--- src/rtl/nic_pkg.sv ---
package nic_pkg;
  typedef enum int unsigned {
    SRC_EXT   = 0,
    SRC_TMR0  = 1,
    SRC_TMR1  = 2,
    SRC_TMR2  = 3,
    SRC_SER   = 4,
    SRC_ADC   = 5
  } nic_src_e;

  localparam int unsigned NIC_DEF_NSRC   = 6;
  localparam int unsigned NIC_DEF_VEC_W  = 5;
  localparam int unsigned NIC_DEF_BASE   = 3;
  localparam int unsigned NIC_DEF_STRIDE = 3;
endpackage

--- src/rtl/nic_pend.sv ---
module nic_pend #(
  parameter int unsigned N = 6
) (
  input  logic         clk,
  input  logic         rst_n,
  input  logic [N-1:0] req_i,
  input  logic [N-1:0] clr_i,
  output logic [N-1:0] pend_o
);
  logic [N-1:0] pend_q, pend_d;
  logic         upd;

  always_comb begin
    upd    = (|req_i) | (|clr_i);
    pend_d = (pend_q & ~clr_i) | req_i;
  end

  always_ff @(posedge clk or negedge rst_n) begin
    if (!rst_n)   pend_q <= '0;
    else if (upd) pend_q <= pend_d;
  end

  assign pend_o = pend_q;
endmodule

--- src/rtl/nic_arb.sv ---
module nic_arb #(
  parameter int unsigned N = 6
) (
  input  logic [N-1:0] elig_i,
  input  logic [N-1:0] isr_i,
  output logic [N-1:0] win_o,
  output logic         any_o
);
  // index 0 is the most urgent source
  for (genvar i = 0; i < N; i++) begin : g_slot
    if (i == 0) begin : g_top
      assign win_o[i] = elig_i[i] & ~isr_i[i];
    end else begin : g_rest
      assign win_o[i] = elig_i[i] & ~(|elig_i[i-1:0]) & ~(|isr_i[i:0]);
    end
  end

  assign any_o = |win_o;
endmodule

--- src/rtl/nic_nest.sv ---
module nic_nest #(
  parameter int unsigned N = 6
) (
  input  logic         clk,
  input  logic         rst_n,
  input  logic [N-1:0] set_i,
  input  logic         reti_i,
  output logic [N-1:0] isr_o
);
  logic [N-1:0] isr_q, isr_d;
  logic         upd;

  always_comb begin
    upd   = reti_i | (|set_i);
    isr_d = isr_q;
    if (reti_i) isr_d = isr_q & (isr_q - N'(1));
    isr_d = isr_d | set_i;
  end

  always_ff @(posedge clk or negedge rst_n) begin
    if (!rst_n)   isr_q <= '0;
    else if (upd) isr_q <= isr_d;
  end

  assign isr_o = isr_q;
endmodule

--- src/rtl/nic_gmask.sv ---
module nic_gmask (
  input  logic clk,
  input  logic rst_n,
  input  logic u_set_i,
  input  logic u_clr_i,
  input  logic m_set_i,
  input  logic m_clr_i,
  output logic u_en_o,
  output logic m_en_o
);
  logic u_q, u_d, m_q, m_d, u_upd, m_upd;

  always_comb begin
    u_upd = u_set_i | u_clr_i;
    m_upd = m_set_i | m_clr_i;
    u_d   = ~u_clr_i;
    m_d   = ~m_clr_i;
  end

  always_ff @(posedge clk or negedge rst_n) begin
    if (!rst_n) begin
      u_q <= 1'b0;
      m_q <= 1'b0;
    end else begin
      if (u_upd) u_q <= u_d;
      if (m_upd) m_q <= m_d;
    end
  end

  assign u_en_o = u_q;
  assign m_en_o = m_q;
endmodule

--- src/rtl/nest_irq_ctrl.sv ---
module nest_irq_ctrl
  import nic_pkg::*;
#(
  parameter int unsigned NSRC       = NIC_DEF_NSRC,
  parameter int unsigned VEC_W      = NIC_DEF_VEC_W,
  parameter int unsigned VEC_BASE   = NIC_DEF_BASE,
  parameter int unsigned VEC_STRIDE = NIC_DEF_STRIDE
) (
  input  logic             clk,
  input  logic             rst_n,
  input  logic [NSRC-1:0]  irq_i,
  input  logic [NSRC-1:0]  src_en_i,
  input  logic             alu_done_i,
  input  logic             rule_done_i,
  input  logic             reti_i,
  input  logic             user_ge_set_i,
  input  logic             user_ge_clr_i,
  input  logic             macro_ge_set_i,
  input  logic             macro_ge_clr_i,
  output logic             ack_o,
  output logic             push_o,
  output logic [VEC_W-1:0] vec_o,
  output logic             gip_o,
  output logic [NSRC-1:0]  isr_o
);
  localparam int unsigned SYNC_D = 2;

  logic [SYNC_D-1:0] rst_sync_q;
  logic              rst_s_n;

  always_ff @(posedge clk or negedge rst_n) begin
    if (!rst_n) rst_sync_q <= '0;
    else        rst_sync_q <= {rst_sync_q[SYNC_D-2:0], 1'b1};
  end
  assign rst_s_n = rst_sync_q[SYNC_D-1];

  logic [NSRC-1:0] pend, elig, win, grant_vec, isr;
  logic            win_any, user_ge, macro_ge, boundary, take;

  nic_pend #(.N(NSRC)) u_pend (
    .clk(clk), .rst_n(rst_s_n), .req_i(irq_i), .clr_i(grant_vec), .pend_o(pend)
  );

  assign elig = pend & src_en_i;

  nic_arb #(.N(NSRC)) u_arb (
    .elig_i(elig), .isr_i(isr), .win_o(win), .any_o(win_any)
  );

  nic_gmask u_gmask (
    .clk(clk), .rst_n(rst_s_n),
    .u_set_i(user_ge_set_i), .u_clr_i(user_ge_clr_i),
    .m_set_i(macro_ge_set_i), .m_clr_i(macro_ge_clr_i),
    .u_en_o(user_ge), .m_en_o(macro_ge)
  );

  always_comb begin
    boundary  = alu_done_i | rule_done_i;
    take      = boundary & win_any & user_ge & macro_ge & ~reti_i;
    grant_vec = take ? win : '0;
  end

  nic_nest #(.N(NSRC)) u_nest (
    .clk(clk), .rst_n(rst_s_n), .set_i(grant_vec), .reti_i(reti_i), .isr_o(isr)
  );

  logic [VEC_W-1:0] vec_d, vec_q;
  logic             ack_q, push_q;

  always_comb begin
    vec_d = vec_q;
    for (int i = 0; i < int'(NSRC); i++) begin
      if (grant_vec[i]) vec_d = VEC_W'(VEC_BASE + i * VEC_STRIDE);
    end
  end

  always_ff @(posedge clk or negedge rst_s_n) begin
    if (!rst_s_n) begin
      ack_q  <= 1'b0;
      push_q <= 1'b0;
      vec_q  <= '0;
    end else begin
      ack_q  <= take;
      push_q <= take;
      if (take) vec_q <= vec_d;
    end
  end

  assign ack_o  = ack_q;
  assign push_o = push_q;
  assign vec_o  = vec_q;
  assign gip_o  = |elig;
  assign isr_o  = isr;
endmodule

--- config.mk ---
export PLATFORM = sky130hd
export DESIGN_NAME = nest_irq_ctrl
export DESIGN_NICKNAME = d
export VERILOG_FILES = /design/src/rtl/nic_pkg.sv /design/src/rtl/nic_pend.sv /design/src/rtl/nic_arb.sv /design/src/rtl/nic_nest.sv /design/src/rtl/nic_gmask.sv /design/src/rtl/nest_irq_ctrl.sv
export SDC_FILE = /design/constraint.sdc
export NUM_CORES = 1
export LEC_CHECK = 0
export ABC_CLOCK_PERIOD_IN_PS = 1200
export BUFFER_PORTS_ARGS = -buffer_cell sky130_fd_sc_hd__buf_2
export CAP_MARGIN = 0
export CORE_MARGIN = 2
export CORE_UTILIZATION = 45
export DETAILED_ROUTE_END_ITERATION = 10
export GPL_ROUTABILITY_DRIVEN = 0
export MAX_ROUTING_LAYER = met4
export PLACE_DENSITY = 0.77
export SKIP_LAST_GASP = 1
export SYNTH_ARGS = -nofsm -noshare
export SYNTH_HDL_FRONTEND = slang
export SYNTH_SLANG_ARGS = --single-unit
--- constraint.sdc ---
create_clock -name clk -period 1.2 [get_ports clk]
set_input_delay 0.06 -clock clk [delete_from_list [all_inputs] [get_ports clk]]
set_output_delay 0.06 -clock clk [all_outputs]
set_load 0.01 [all_outputs]
==> Word level (Yosys, flattened, before mapping) <==
Index checks and enable logic that the tools add are counted.
{ "word_totals": {"ff_bits": 22, "latchBits": 0, "ram_bits": 0, "rom_bits": 0, "inputBits": 21, "out_inout_bits": 14, "wordCells": 71, "mem_count": 0} }
{ "classes": {"add_sub_neg": 1, "mul": 0, "div_mod_pow": 0, "order_cmp": 0, "n_eq_ne": 0, "shift": 0, "mux": 8, "bitwise": 40, "reduce_logical": 15} }
{ "ops": {"columns": ["cell", "n"], "rows": [
  ["$mux W5", 6],
  ["$reduce_or A6 Y1", 5],
  ["$and A6 B6 Y6", 3],
  ["$and A1 B1 Y1", 15],
  ["$not A1 Y1", 14],
  ["$mux W6", 2],
  ["$or A6 B6 Y6", 2],
  ["$reduce_or A5 Y1", 2],
  ["$reduce_or A4 Y1", 2],
  ["$not A6 Y6", 1],
  ["$reduce_bool A6 Y1", 1],
  ["$reduce_or A3 Y1", 2],
  ["$sub A6 B1 Y6 const B", 1],
  ["$or A1 B1 Y1", 5],
  ["$reduce_or A2 Y1", 2],
  ["$reduce_and A2 Y1", 1]
]} }

==> Depth between registers and ports, before layout <==
Gate-level depths: netlist of the first run.
{ "logic_depth": {"word_depth": 17, "depth_mapped": 6, "depth_no_buf": 5} }

==> By module <==
A second synthesis of the first run with hierarchy kept.
{ "unflattened": {"hier_cells": 107, "hier_area_um2": 1137.3} }
{ "modules_own_cells": {"columns": ["module", "n_inst", "cells_per_inst", "area_per_inst_um2", "seq_area_each_um2"], "rows": [
  ["nest_irq_ctrl", 1, 46, 460.4, 200.2],
  ["nic_nest", 1, 21, 245.2, 150.1],
  ["nic_pend", 1, 18, 217.7, 150.1],
  ["nic_arb", 1, 18, 143.9, 0.0],
  ["nic_gmask", 1, 4, 70.1, 50.0]
]} }

==> Worst setup path before layout of the first run <==
Ideal clock, no wire load.
{ "synth_timing": {"path_kind": "register -> register", "startpoint": "reg u_nest.isr_q[0], in the netlist u_nest.isr_o[0]", "endpoint": "reg vec_q[0], in the netlist vec_o[0]", "setup_ns": 0.125, "arrival_time_ns": 1.937, "required_ns": 1.075, "path_slack_ns": -0.862, "stages_incl_launch_ff": 7, "path_buffers": 1, "period_less_slack_ns": 2.062, "cell_sequence": "dfrtp_1 -> buf_6 -> or4_4 -> nor4_4 -> a211oi_2 -> o21ai_4 -> mux2_4"} }
{ "synth_between": {"elab_chain_cells": 14, "word_cells_on_any_way": 30, "cone_classes": "mux (6); bitwise (16); reduce/logical (8)"} }
{ "synth_lines": {"columns": ["element", "line_no", "text"], "rows": [
  ["start, declared", "nic_nest.sv:10", "logic [N-1:0] isr_q, isr_d;"],
  ["start signal, assigned", "nic_nest.sv:22", "else if (upd) isr_q <= isr_d;"],
  ["$reduce_or A6 Y1 (tied with other cells)", "nic_arb.sv:14", "assign win_o[i] = elig_i[i] & ~(|elig_i[i-1:0]) & ~(|isr_i[i:0]);"],
  ["$not A1 Y1", "nic_arb.sv:14", null],
  ["$and A1 B1 Y1", "nic_arb.sv:14", null],
  ["$reduce_or A6 Y1 *", "nic_arb.sv:18", "assign any_o = |win_o;"],
  ["$and A1 B1 Y1 * (4 in a row)", "nest_irq_ctrl.sv:59", "take = boundary & win_any & user_ge & macro_ge & ~reti_i;"],
  ["via take", "nest_irq_ctrl.sv:38", "logic win_any, user_ge, macro_ge, boundary, take;"],
  ["$mux W6", "nest_irq_ctrl.sv:60", "grant_vec = take ? win : '0;"],
  ["$mux W5 (5 in a row)", "nest_irq_ctrl.sv:73", "if (grant_vec[i]) vec_d = VEC_W'(VEC_BASE + i * VEC_STRIDE);"],
  ["end signal, assigned", "nest_irq_ctrl.sv:85", "if (take) vec_q <= vec_d;"],
  ["end, declared", "nest_irq_ctrl.sv:67", "logic [VEC_W-1:0] vec_d, vec_q;"]
]} }
The timed path passes the listed nets; every way through them passes the cells marked *.
A chain may end at the register's enable or synchronous reset.

==> Worst setup path after layout of the first run <==
{ "layout_timing": {"startpoint": "reg u_nest.isr_q[1], in the netlist u_nest.isr_o[1]", "endpoint": "reg vec_q[0], in the netlist vec_o[0]"} }
The elaborated chain is that of the path after synthesis.

==> metrics.txt, run 1 <==
# TYPE chip_impl_metric gauge
chip_impl_metric{name="drc",unit=""} 0
chip_impl_metric{name="port-buffer-count",unit=""} 34
chip_impl_metric{name="fillerInstances",unit=""} 119
chip_impl_metric{name="postSynthCellCount",unit=""} 105
chip_impl_metric{name="clkTransAtPathRegs",unit="ps"} 130
chip_impl_info{name="ys_dominant_reg_cell",value="sky130_fd_sc_hd__dfrtp_1"} 1
chip_impl_metric{name="data_arrival_critical_path",unit="ps"} 2130
chip_impl_metric{name="synth_area",unit="mm²"} 0.00105
chip_impl_metric{name="ys_types",unit=""} 35
chip_impl_info{name="hp-class",value="input pin to flip-flop"} 1
chip_impl_metric{name="synthesis.area_per_instance",unit="µm²"} 10.0
chip_impl_metric{name="simple_gate_fraction_of_synth_area",unit="%"} 25.5
chip_impl_metric{name="antenna_cells",unit=""} 0
chip_impl_metric{name="row_count",unit=""} 17
chip_impl_info{name="rsz0062_at_grt",value="yes"} 1
chip_impl_metric{name="num-nets-final",unit=""} 210
chip_impl_metric{name="postSynth.asyncResetShare",unit="%"} 100
chip_impl_metric{name="gr-usage-met2",unit="%"} 54.0
chip_impl_metric{name="first_global_vias",unit=""} 1291
chip_impl_info{name="synth_top_family_by_area",value="simple AND/OR/NAND/NOR gates"} 1
chip_impl_info{name="status",value="finished with violations"} 1
chip_impl_metric{name="dieHeight",unit="µm"} 52.4
chip_impl_info{name="synth.top_cells.by_count",value="sky130_fd_sc_hd__dfrtp_1, sky130_fd_sc_hd__nand2_1, sky130_fd_sc_hd__nor2_1"} 1
chip_impl_metric{name="synth_largest_type_area_fraction",unit="%"} 52.2
chip_impl_metric{name="report.power.total",unit="mW"} 2.06
chip_impl_metric{name="cts_buffers",unit=""} 3
chip_impl_metric{name="multi_input_comb_area",unit="µm²"} 611
chip_impl_metric{name="clock-sinks",unit=""} 22
chip_impl_metric{name="synth_compound_area_share",unit="%"} 17.6
chip_impl_metric{name="final_layout_size_suffix_gt1_share",unit="%"} 55.9
chip_impl_metric{name="ios",unit=""} 35
chip_impl_metric{name="setup_tns",unit="ps"} -9280
chip_impl_metric{name="setup_slack",unit="ps"} -724
chip_impl_metric{name="synth_fa_ha_area_share",unit="%"} 0
chip_impl_metric{name="final_cell_count_no_fill",unit=""} 216
chip_impl_metric{name="total_via_count_after_detailed_routing",unit=""} 1241
chip_impl_metric{name="drtPass1Iterations",unit=""} 4
chip_impl_metric{name="detail_route.iter0.violations",unit=""} 47
chip_impl_metric{name="synth.net_count",unit=""} 126
chip_impl_metric{name="finalCriticalPeriod",unit="ps"} 1920
chip_impl_metric{name="cp_max_fo",unit=""} 5
chip_impl_metric{name="dp_slack",unit="ps"} -666
chip_impl_metric{name="leakagePower",unit="nW"} 0.913
chip_impl_metric{name="dpl.cell_count",unit=""} 193
chip_impl_info{name="cts_root_buf",value="sky130_fd_sc_hd__clkbuf_4"} 1
chip_impl_metric{name="pin_count_of_the_biggest_net_entering_global_routing",unit=""} 21
chip_impl_metric{name="finalClockSkew",unit="ps"} 3.65
chip_impl_info{name="timing.critical_path.to_type",value="flip-flop"} 1
chip_impl_info{name="setup.worst_path.start_class",value="flip-flop"} 1
chip_impl_metric{name="synthToLayoutAreaGrowth",unit="%"} 76.0
chip_impl_info{name="post-synth-top-area-cell",value="sky130_fd_sc_hd__dfrtp_1"} 1
chip_impl_metric{name="hold_violations",unit=""} 0
chip_impl_metric{name="ir_drop",unit="µV"} 1060
chip_impl_metric{name="flop_to_flop_setup_slack",unit="ps"} -720
chip_impl_metric{name="max_freq",unit="MHz"} 520
chip_impl_metric{name="grt_pass1_wl",unit="mm"} 5.92
chip_impl_metric{name="chip_width",unit="µm"} 52.4
chip_impl_info{name="violations_in_the_final_reports",value="setup timing"} 1
chip_impl_metric{name="timing.final.max_slew_violations",unit=""} 0
chip_impl_metric{name="layout_worst_path_cycle_share",unit="%"} 160
chip_impl_metric{name="max_cap_violations",unit=""} 0
chip_impl_metric{name="detail_route.vias_per_cell",unit=""} 5.75
chip_impl_metric{name="synth.yosys.seq_area_share",unit="%"} 52.2
chip_impl_metric{name="synth_seq_cells",unit=""} 22
chip_impl_info{name="setup.worst_path.class",value="flip-flop to flip-flop"} 1
chip_impl_metric{name="detail_route.wirelength",unit="mm"} 3.84
chip_impl_metric{name="ratio_of_total_power_to_cell_area",unit="mW/mm²"} 1110
chip_impl_metric{name="initial_core_util",unit="%"} 47.7
chip_impl_metric{name="groute.usage.overall",unit="%"} 31.1
chip_impl_metric{name="floorplan.core_area",unit="mm²"} 0.00221
chip_impl_metric{name="dp_hpwl",unit="mm"} 2.20
chip_impl_metric{name="clock_tree.htree_level_count",unit=""} 1
chip_impl_info{name="cts_tree",value="done"} 1
chip_impl_info{name="ys_top_cells_by_area",value="sky130_fd_sc_hd__dfrtp_1, sky130_fd_sc_hd__nand2_1, sky130_fd_sc_hd__nor2_1, sky130_fd_sc_hd__a21oi_1, sky130_fd_sc_hd__a21o_1"} 1
chip_impl_metric{name="synth_edf_count",unit=""} 0
chip_impl_metric{name="setup_violations",unit=""} 20
chip_impl_metric{name="grt_antenna_before_repair",unit=""} 0
chip_impl_metric{name="yosys_warnings",unit=""} 0
chip_impl_metric{name="worst_ep_required_time",unit="ps"} 1410
chip_impl_metric{name="buffers_from_clock_root_to_sink_at_most",unit=""} 2
chip_impl_metric{name="wire_per_inst",unit="µm"} 17.8
chip_impl_info{name="grt.busiest_layer",value="met2"} 1
chip_impl_metric{name="grt_overflow",unit=""} 0
chip_impl_metric{name="worstSkewPairLatency",unit="ps"} 310
chip_impl_info{name="yosys.cell_count.top_type",value="sky130_fd_sc_hd__dfrtp_1"} 1
chip_impl_metric{name="synthMuxAreaShare",unit="%"} 1.42
chip_impl_metric{name="grt_use_met3",unit="%"} 3.43
chip_impl_metric{name="final-seq-area",unit="µm²"} 551
chip_impl_metric{name="met1_usage",unit="%"} 36.3
chip_impl_metric{name="synth-xor-area-share",unit="%"} 0
chip_impl_metric{name="ant_nets",unit=""} 0
chip_impl_metric{name="dieArea",unit="mm²"} 0.00275
-- kinds of logic after synthesis --
family / count (synthesis)
other: 1
multiplexers: 1
buffers and inverters: 5
AND/OR/NAND/NOR: 51
AO/OA/AOI/OAI: 25
flip-flops: 22
-- layout by cell type (no fill, tap or decap), types with 2 or more instances in the layout --
cell / Yosys / final
sky130_fd_sc_hd__buf_2: 0 / 31
sky130_fd_sc_hd__buf_4: 1 / 31
sky130_fd_sc_hd__dfrtp_1: 22 / 22
sky130_fd_sc_hd__nand2_1: 20 / 16
sky130_fd_sc_hd__dlygate4sd3_1: 0 / 10
sky130_fd_sc_hd__buf_6: 1 / 10
sky130_fd_sc_hd__nor2_1: 10 / 8
sky130_fd_sc_hd__a21o_1: 4 / 4
sky130_fd_sc_hd__o21ai_0: 3 / 3
sky130_fd_sc_hd__a21oi_2: 0 / 3
sky130_fd_sc_hd__clkbuf_4: 0 / 3
sky130_fd_sc_hd__or3_4: 0 / 2
sky130_fd_sc_hd__nand3b_1: 2 / 2
sky130_fd_sc_hd__a21oi_1: 6 / 2
sky130_fd_sc_hd__nor3_2: 0 / 2
sky130_fd_sc_hd__nand3_2: 0 / 2
sky130_fd_sc_hd__nand2_2: 0 / 2
sky130_fd_sc_hd__nor2_2: 0 / 2
sky130_fd_sc_hd__inv_1: 2 / 2
sky130_fd_sc_hd__nand2_4: 0 / 2
sky130_fd_sc_hd__o21ai_1: 2 / 2
sky130_fd_sc_hd__nor4b_1: 2 / 2
-- worst paths after layout --
check,startpoint,endpoint,cells after the start
max,u_nest.isr_o[1],vec_o[0],6
min,macro_ge_set_i,u_gmask.m_en_o,3
max reg2reg,u_nest.isr_o[1],vec_o[0],6
min reg2reg,rst_sync_q[1],vec_o[1],1
max in group asynchronous,rst_sync_q[1],vec_o[3],1
min in group asynchronous,rst_n,rst_sync_q[1],2
-- layer usage --
metal / vias to the layer above / routed length [µm]
met5: - / 0
met1: 598 / 1500
li1: 540 / -
met2: 84 / 1880
met3: 19 / 300
met4: 0 / 166
-- state kept, by name, indices dropped and copies added, names as in the netlist --
signal / count
u_nest.isr_o: 6
u_pend.pend_o: 6
vec_o: 5
rst_sync_q: 2
push_o: 1
u_gmask.m_en_o: 1
u_gmask.u_en_o: 1
-- area by class of cell --
| cell class | count | share of cell area (%) |
|---|---|---|
| clock buffers | 3 | 1.21 |
| clock inverters | 1 | 1.62 |
| inverters | 2 | 0.404 |
| multi-input cells | 78 | 32.9 |
| flip-flops and latches | 22 | 29.6 |
| well taps | 28 | 1.89 |
| repair buffers | 82 | 32.3 |
-- timing repair --
| action | 4_1_cts | 5_1_grt |
|---|---|---|
| hold buffers | 11 | 0 |
| buffers inserted | 6 | 5 |
| hold endpoints to repair | 10 | 0 |
| endpoints found under the setup margin | 19 | 22 |
| pin swaps | 12 | 11 |
| gates resized for setup | 26 | 12 |
-- critical path: stages, from the launching register on --
cell,delay (ps)
sky130_fd_sc_hd__dfrtp_1,430
sky130_fd_sc_hd__buf_4,170
sky130_fd_sc_hd__nand3b_1,180
sky130_fd_sc_hd__a21oi_1,440
sky130_fd_sc_hd__a211oi_2,140
sky130_fd_sc_hd__o21ai_4,170
sky130_fd_sc_hd__mux2_4,300
-- where the power goes --
part / switching [mW] / internal (mW)
Clock: 0.233 / 0.337
Sequential: 0.0424 / 0.811
Combinational: 0.300 / 0.335
-- stage by stage --
step | cell area [µm²] | utilization [%] | hold WS [ps]
3_5_place_dp | 1460 | 66.0 | -154
6_report | 1860 | 83.9 | 6.27
2_1_floorplan | 1060 | - | -236
4_1_cts | 1780 | 80.7 | 40.2
5_1_grt | 1860 | 83.9 | 8.40
3_3_place_gp | 1460 | 66.0 | -155
(Power assumes the default switching activity.)
==> run 2, diff against run 1 <==
ABC_AREA = 1   (was not set)
==> metrics.txt, run 2 <==
# TYPE chip_impl_metric gauge
chip_impl_info{name="status",value="finished with violations"} 1
chip_impl_info{name="violations_in_the_final_reports",value="hold timing, setup timing"} 1
chip_impl_metric{name="grt_antenna_before_repair",unit=""} 0
chip_impl_metric{name="synth.yosys.seq_area_share",unit="%"} 49.9
chip_impl_metric{name="max_cap_violations",unit=""} 0
chip_impl_metric{name="total_switching_power",unit="mW"} 0.498
chip_impl_metric{name="synth_largest_type_area_fraction",unit="%"} 49.9
chip_impl_metric{name="fillerInstances",unit=""} 131
chip_impl_metric{name="synthToLayoutAreaGrowth",unit="%"} 60.2
chip_impl_metric{name="clock_tree.htree_level_count",unit=""} 1
chip_impl_metric{name="ios",unit=""} 35
chip_impl_metric{name="p_int",unit="mW"} 1.15
chip_impl_metric{name="synth_edf_count",unit=""} 0
chip_impl_metric{name="cts_buffers",unit=""} 3
chip_impl_metric{name="place_area",unit="mm²"} 0.00142
chip_impl_metric{name="setup_violations",unit=""} 19
chip_impl_metric{name="setup_slack",unit="ps"} -319
chip_impl_metric{name="detail_route.wirelength",unit="mm"} 3.54
chip_impl_metric{name="switching_share",unit="%"} 30.1
chip_impl_metric{name="ys_types",unit=""} 25
chip_impl_info{name="timing.critical_path.to_type",value="flip-flop"} 1
chip_impl_metric{name="wire_per_inst",unit="µm"} 16.4
chip_impl_metric{name="synth.net_count",unit=""} 142
chip_impl_info{name="setup.worst_path.start_class",value="flip-flop"} 1
chip_impl_metric{name="ant_nets",unit=""} 0
chip_impl_info{name="ys_dominant_reg_cell",value="sky130_fd_sc_hd__dfrtp_1"} 1
chip_impl_metric{name="first_global_vias",unit=""} 1121
chip_impl_metric{name="setup_tns",unit="ps"} -4850
chip_impl_metric{name="finalCriticalPeriod",unit="ps"} 1520
chip_impl_metric{name="synthesis.area_per_instance",unit="µm²"} 9.12
chip_impl_metric{name="port-buffer-count",unit=""} 34
chip_impl_metric{name="dieHeight",unit="µm"} 53.5
chip_impl_info{name="ys_top_cells_by_area",value="sky130_fd_sc_hd__dfrtp_1, sky130_fd_sc_hd__nand2_1, sky130_fd_sc_hd__nor2_1, sky130_fd_sc_hd__inv_1, sky130_fd_sc_hd__nand2_4"} 1
chip_impl_metric{name="buffers_from_clock_root_to_sink_at_most",unit=""} 2
chip_impl_info{name="rsz0062_at_grt",value="yes"} 1
chip_impl_metric{name="total_via_count_after_detailed_routing",unit=""} 1169
chip_impl_metric{name="combinationalPowerShare",unit="%"} 24.1
chip_impl_metric{name="num-nets-final",unit=""} 210
chip_impl_metric{name="finalClockSkew",unit="ps"} 4.47
chip_impl_metric{name="cp_max_fo",unit=""} 5
chip_impl_info{name="hp-class",value="input pin to flip-flop"} 1
chip_impl_metric{name="synth_seq_cells",unit=""} 22
chip_impl_metric{name="postSynth.asyncResetShare",unit="%"} 100
chip_impl_metric{name="dieArea",unit="mm²"} 0.00286
chip_impl_info{name="synth.top_cells.by_count",value="sky130_fd_sc_hd__nand2_1, sky130_fd_sc_hd__dfrtp_1, sky130_fd_sc_hd__nor2_1"} 1
chip_impl_metric{name="drtPass1Iterations",unit=""} 4
chip_impl_metric{name="initial_core_util",unit="%"} 48.5
chip_impl_metric{name="postSynthCellCount",unit=""} 121
chip_impl_info{name="setup.worst_path.class",value="flip-flop to flip-flop"} 1
chip_impl_metric{name="detail_route.iter0.violations",unit=""} 44
chip_impl_metric{name="grt_overflow",unit=""} 0
chip_impl_metric{name="pin_count_of_the_biggest_net_entering_global_routing",unit=""} 13
chip_impl_metric{name="max_freq",unit="MHz"} 658
chip_impl_metric{name="power_frac_seq",unit="%"} 50.3
chip_impl_metric{name="data_arrival_critical_path",unit="ps"} 1740
chip_impl_metric{name="worstSkewPairLatency",unit="ps"} 310
chip_impl_metric{name="hold-worst-slack",unit="ps"} -32.5
chip_impl_metric{name="yosys_warnings",unit=""} 0
chip_impl_info{name="yosys.cell_count.top_type",value="sky130_fd_sc_hd__nand2_1"} 1
chip_impl_info{name="cts_tree",value="done"} 1
chip_impl_metric{name="fin_area",unit="mm²"} 0.00177
chip_impl_metric{name="layout_worst_path_cycle_share",unit="%"} 127
chip_impl_metric{name="clkTransAtPathRegs",unit="ps"} 130
chip_impl_metric{name="pwr-share-clk",unit="%"} 25.6
chip_impl_metric{name="leakagePower",unit="nW"} 0.917
chip_impl_metric{name="grt_pass1_wl",unit="mm"} 4.73
chip_impl_metric{name="dp_hpwl",unit="mm"} 2.10
chip_impl_metric{name="chip_width",unit="µm"} 53.5
chip_impl_metric{name="worst_ep_required_time",unit="ps"} 1420
chip_impl_info{name="cts_root_buf",value="sky130_fd_sc_hd__clkbuf_4"} 1
chip_impl_info{name="layout_commonest_cell",value="sky130_fd_sc_hd__buf_2"} 1
chip_impl_metric{name="hold_violations",unit=""} 1
chip_impl_info{name="post-synth-top-area-cell",value="sky130_fd_sc_hd__dfrtp_1"} 1
chip_impl_metric{name="final_layout_size_suffix_gt1_share",unit="%"} 56.9
chip_impl_metric{name="timing.final.max_slew_violations",unit=""} 0
chip_impl_metric{name="groute.usage.overall",unit="%"} 24.4
chip_impl_metric{name="row_count",unit=""} 17
chip_impl_metric{name="synth_area",unit="mm²"} 0.00110
chip_impl_metric{name="ir_drop",unit="µV"} 920
chip_impl_info{name="highest_count_cells_in_the_layout_ignoring_fill_and_taps",value="sky130_fd_sc_hd__buf_2, sky130_fd_sc_hd__dfrtp_1, sky130_fd_sc_hd__nand2_1, sky130_fd_sc_hd__buf_4"} 1
chip_impl_metric{name="floorplan.core_area",unit="mm²"} 0.00228
chip_impl_metric{name="clock-sinks",unit=""} 22
chip_impl_metric{name="drc",unit=""} 0
chip_impl_metric{name="ratio_of_total_power_to_cell_area",unit="mW/mm²"} 934
chip_impl_metric{name="antenna_cells",unit=""} 0
chip_impl_metric{name="detail_route.vias_per_cell",unit=""} 5.41
run 2: cell count changes after synthesis, moves of 3 or more:
cell | previous run | this run
sky130_fd_sc_hd__nor2_4 | 0 | 3
sky130_fd_sc_hd__inv_2 | 0 | 3
sky130_fd_sc_hd__a21oi_1 | 6 | 0
sky130_fd_sc_hd__inv_1 | 2 | 12
sky130_fd_sc_hd__a21o_1 | 4 | 1
sky130_fd_sc_hd__nand2_2 | 0 | 5
sky130_fd_sc_hd__nor2_2 | 0 | 6
sky130_fd_sc_hd__nor3_1 | 4 | 1
sky130_fd_sc_hd__nand2_1 | 20 | 26
sky130_fd_sc_hd__nor2_1 | 10 | 14
sky130_fd_sc_hd__nand2_4 | 0 | 4
run 2: final timing paths:
path / start / to / slack [ps] / depth (start not counted)
hold / removal: macro_ge_set_i / u_gmask.m_en_o / -30 / 3
min in group asynchronous: rst_n / rst_sync_q[1] / 40 / 2
setup / recovery: u_nest.isr_o[0] / u_pend.pend_o[1] / -320 / 8
max in group asynchronous: rst_sync_q[1] / u_nest.isr_o[0] / 580 / 1
hold reg to reg: rst_sync_q[1] / u_pend.pend_o[5] / 190 / 0
setup reg to reg: u_nest.isr_o[0] / u_pend.pend_o[1] / -320 / 8
run 2: cells by family (layout without fill, tap and decap cells):
kind of cell	after synthesis	after routing	synth area share [%]
AND/OR/NAND/NOR	68	69	33.7
other	1	1	0.340
flip-flops	22	22	49.9
buffers and inverters	16	82	5.78
AO/OA/AOI/OAI	14	14	10.3
run 2: stage by stage:
step                hold WS (ps)  power, mW  utilization (%)  setup WS [ps]  cells
floorplan                   -236      0.995                -           -172    121
global placement            -155       1.12             62.4           -211    196
detailed placement          -153       1.13             62.4           -263    196
CTS                         45.2       1.58             71.8           -291    212
global route                34.1       1.71             77.7           -385    216
finish                     -32.5       1.65             77.7           -319    216
run 2: power groups by stage:
stage | combinational (mW) | sequential (mW) | clock (mW)
after floorplan | 0.136 | 0.859 | 0
after global placement | 0.282 | 0.839 | 0
after detailed placement | 0.289 | 0.842 | 0
after CTS | 0.340 | 0.827 | 0.415
after global routing | 0.425 | 0.838 | 0.448
final | 0.397 | 0.831 | 0.423
run 2: area by class of cell:
class | instances | area (µm²) | area share [%]
clock buffers | 4 | 36.3 | 2.05
inverters | 15 | 58.8 | 3.33
multi-input cells | 84 | 637 | 36.0
flip-flops and latches | 22 | 552 | 31.2
well taps | 28 | 35.0 | 1.98
repair buffers | 63 | 449 | 25.4
run 2: worst max-delay path, cell delays in order (launching register included):
cell                       delay [ps]
sky130_fd_sc_hd__dfrtp_2          460
sky130_fd_sc_hd__nor2_2           150
sky130_fd_sc_hd__nand2_2           90
sky130_fd_sc_hd__nor2_4           130
sky130_fd_sc_hd__o211ai_4         120
sky130_fd_sc_hd__a21oi_4          260
sky130_fd_sc_hd__nand2_2           90
sky130_fd_sc_hd__nand2_1           70
sky130_fd_sc_hd__nand2_1           50
run 2: repair_timing:
| action | in CTS | in global routing |
|---|---|---|
| endpoints found under the hold margin | 10 | 0 |
| resized for setup | 14 | 27 |
| buffers inserted | 0 | 5 |
| endpoints found under the setup margin | 19 | 21 |
| cloned | 1 | 0 |
| hold buffers | 11 | 0 |
| pin swaps | 5 | 19 |
run 2: routing by layer:
layer	wire [µm]	GRT usage (%)	part of all wire [%]	vias to the layer above
met5	0	-	0	-
met4	189	13.2	5.3	0
met3	197	3.95	5.6	26
met2	1890	42.6	54	70
met1	1260	26.2	36	555
li1	-	-	-	518
==> run 3, diff against run 2 <==
ABC_CLOCK_PERIOD_IN_PS = 1500   (was 1200)
clock period = 1.5 ns   (was 1.2 ns; I/O delays follow)
==> metrics.txt, run 3 (synthesis results as in run 2) <==
# TYPE chip_impl_metric gauge
chip_impl_metric{name="dieArea",unit="mm²"} 0.00286
chip_impl_metric{name="ios",unit=""} 35
chip_impl_info{name="setup.worst_path.class",value="flip-flop to flip-flop"} 1
chip_impl_metric{name="clkTransAtPathRegs",unit="ps"} 110
chip_impl_metric{name="finalCriticalPeriod",unit="ps"} 1530
chip_impl_metric{name="antenna_cells",unit=""} 0
chip_impl_metric{name="drtPass1Iterations",unit=""} 4
chip_impl_info{name="status",value="finished with violations"} 1
chip_impl_metric{name="cp_max_fo",unit=""} 5
chip_impl_metric{name="postLayoutCoreUtil",unit="%"} 68.7
chip_impl_info{name="cts_tree",value="done"} 1
chip_impl_metric{name="timing.final.max_slew_violations",unit=""} 0
chip_impl_info{name="critical-path-top-delay-family",value="simple AND/OR/NAND/NOR gates"} 1
chip_impl_info{name="hp-class",value="input pin to async pin"} 1
chip_impl_metric{name="floorplan.core_area",unit="mm²"} 0.00228
chip_impl_metric{name="ant_nets",unit=""} 0
chip_impl_metric{name="final_cell_count_no_fill",unit=""} 206
chip_impl_metric{name="row_count",unit=""} 17
chip_impl_metric{name="num-nets-final",unit=""} 201
chip_impl_metric{name="detail_route.wirelength",unit="mm"} 2.48
chip_impl_metric{name="final_layout_size_suffix_gt1_share",unit="%"} 45.5
chip_impl_info{name="cts_root_buf",value="sky130_fd_sc_hd__clkbuf_4"} 1
chip_impl_metric{name="setup_slack",unit="ps"} -31.2
chip_impl_metric{name="first_global_vias",unit=""} 975
chip_impl_metric{name="initial_core_util",unit="%"} 48.5
chip_impl_info{name="rsz0062_at_grt",value="yes"} 1
chip_impl_metric{name="finalClockSkew",unit="ps"} 2.82
chip_impl_metric{name="buffers_from_clock_root_to_sink_at_most",unit=""} 2
chip_impl_metric{name="ir_drop",unit="µV"} 614
chip_impl_metric{name="chip_width",unit="µm"} 53.5
chip_impl_metric{name="grt_pass1_wl",unit="mm"} 3.93
chip_impl_metric{name="grt_antenna_before_repair",unit=""} 0
chip_impl_metric{name="cp.depth",unit=""} 10
chip_impl_metric{name="detail_route.vias_per_cell",unit=""} 4.82
chip_impl_metric{name="dpl.cell_count",unit=""} 184
chip_impl_metric{name="clock_tree.htree_level_count",unit=""} 1
chip_impl_metric{name="layout_worst_path_cycle_share",unit="%"} 102
chip_impl_metric{name="port-buffer-count",unit=""} 34
chip_impl_metric{name="worst_path_largest_cell_delay",unit="ps"} 440
chip_impl_metric{name="worstSkewPairLatency",unit="ps"} 310
chip_impl_metric{name="leakagePower",unit="nW"} 0.828
chip_impl_info{name="layout_commonest_cell",value="sky130_fd_sc_hd__buf_2"} 1
chip_impl_metric{name="worst_ep_required_time",unit="ps"} 1690
chip_impl_metric{name="hold_violations",unit=""} 0
chip_impl_metric{name="path_buf_inv",unit=""} 2
chip_impl_metric{name="grt_overflow",unit=""} 0
chip_impl_info{name="highest_count_cells_in_the_layout_ignoring_fill_and_taps",value="sky130_fd_sc_hd__buf_2, sky130_fd_sc_hd__nand2_1, sky130_fd_sc_hd__dfrtp_1, sky130_fd_sc_hd__nor2_1, sky130_fd_sc_hd__dlygate4sd3_1"} 1
chip_impl_metric{name="groute.usage.overall",unit="%"} 19.9
chip_impl_metric{name="detail_route.iter0.violations",unit=""} 19
chip_impl_metric{name="data_arrival_critical_path",unit="ps"} 1720
chip_impl_info{name="violations_in_the_final_reports",value="setup timing"} 1
chip_impl_metric{name="total_via_count_after_detailed_routing",unit=""} 992
chip_impl_info{name="timing.critical_path.to_type",value="flip-flop"} 1
chip_impl_info{name="crit_slowest_cell",value="sky130_fd_sc_hd__dfrtp_1"} 1
chip_impl_info{name="setup.worst_path.start_class",value="flip-flop"} 1
chip_impl_metric{name="pin_count_of_the_biggest_net_entering_global_routing",unit=""} 12
chip_impl_metric{name="max_cap_violations",unit=""} 0
chip_impl_metric{name="cts_buffers",unit=""} 3
chip_impl_info{name="critical_path.cell_chain",value="inv_2 > nand2_4 > nor2_4 > nor2_2 > nand2_2 > nor2_4 > nand2_4 > buf_6 > o211ai_2 > nand3_1"} 1
chip_impl_metric{name="worst-r2r-cell-count",unit=""} 10
chip_impl_metric{name="dieHeight",unit="µm"} 53.5
chip_impl_metric{name="wire_per_inst",unit="µm"} 12.0
chip_impl_metric{name="synthToLayoutAreaGrowth",unit="%"} 41.7
chip_impl_metric{name="dp_hpwl",unit="mm"} 1.77
chip_impl_metric{name="ratio_of_total_power_to_cell_area",unit="mW/mm²"} 758
chip_impl_metric{name="clock-sinks",unit=""} 22
chip_impl_metric{name="max_freq",unit="MHz"} 653
chip_impl_metric{name="setup_violations",unit=""} 3
chip_impl_metric{name="drc",unit=""} 0
[run 3: power breakdown]
group          switching [mW]  internal, mW
combinational           0.139         0.124
sequential             0.0258         0.632
clock                   0.171        0.0939
total                   0.336         0.850
[run 3: area by class of cell]
class / instances / area, µm²
Timing Repair Buffer: 55 / 362
Tap cell: 28 / 35.0
Multi-Input combinational cell: 83 / 538
Clock buffer: 3 / 22.5
Inverter: 15 / 56.3
Sequential cell: 22 / 551
Fill cell: 182 / 712
[run 3: routing by layer]
metal  wire (µm)  global-route usage, %
met2        1170                   34.4
met3          96                   3.39
met4          63                   7.69
met1        1150                   22.9
met5           0                      -
[run 3: repair_timing]
item | in CTS | in global routing
pin swaps | 0 | 12
resized for setup | 0 | 14
hold buffers | 12 | 0
hold endpoints to repair | 11 | 0
setup buffers | 1 | 6
endpoints found under the setup margin | 1 | 12
cloned | 0 | 0
[run 3: worst paths after layout]
kind | startpoint | endpoint | slack (ps)
hold reg to reg | rst_sync_q[1] | vec_o[0] | 160
setup reg to reg | u_nest.isr_o[0] | vec_o[2] | -30
max in group asynchronous | rst_sync_q[1] | u_nest.isr_o[2] | 840
hold / removal | rst_n | rst_sync_q[1] | 70
min in group clk | src_en_i[0] | u_nest.isr_o[0] | 240
setup / recovery | u_nest.isr_o[0] | vec_o[2] | -30
[run 3: through the flow]
| step | hold slack [ps] | power, mW | instance area [µm²] | setup WS, ps | TNS [ps] |
|---|---|---|---|---|---|
| after global placement | -140 | 0.874 | 1320 | 20.0 | 0 |
| after CTS | 55.5 | 1.17 | 1470 | 8.99 | 0 |
| after global routing | 61.6 | 1.25 | 1560 | -107 | -647 |
| after detailed placement | -137 | 0.881 | 1320 | 23.0 | 0 |
| after floorplan | -221 | 0.796 | 1100 | 125 | 0 |
| final | 73.7 | 1.19 | 1560 | -31.2 | -63.0 |
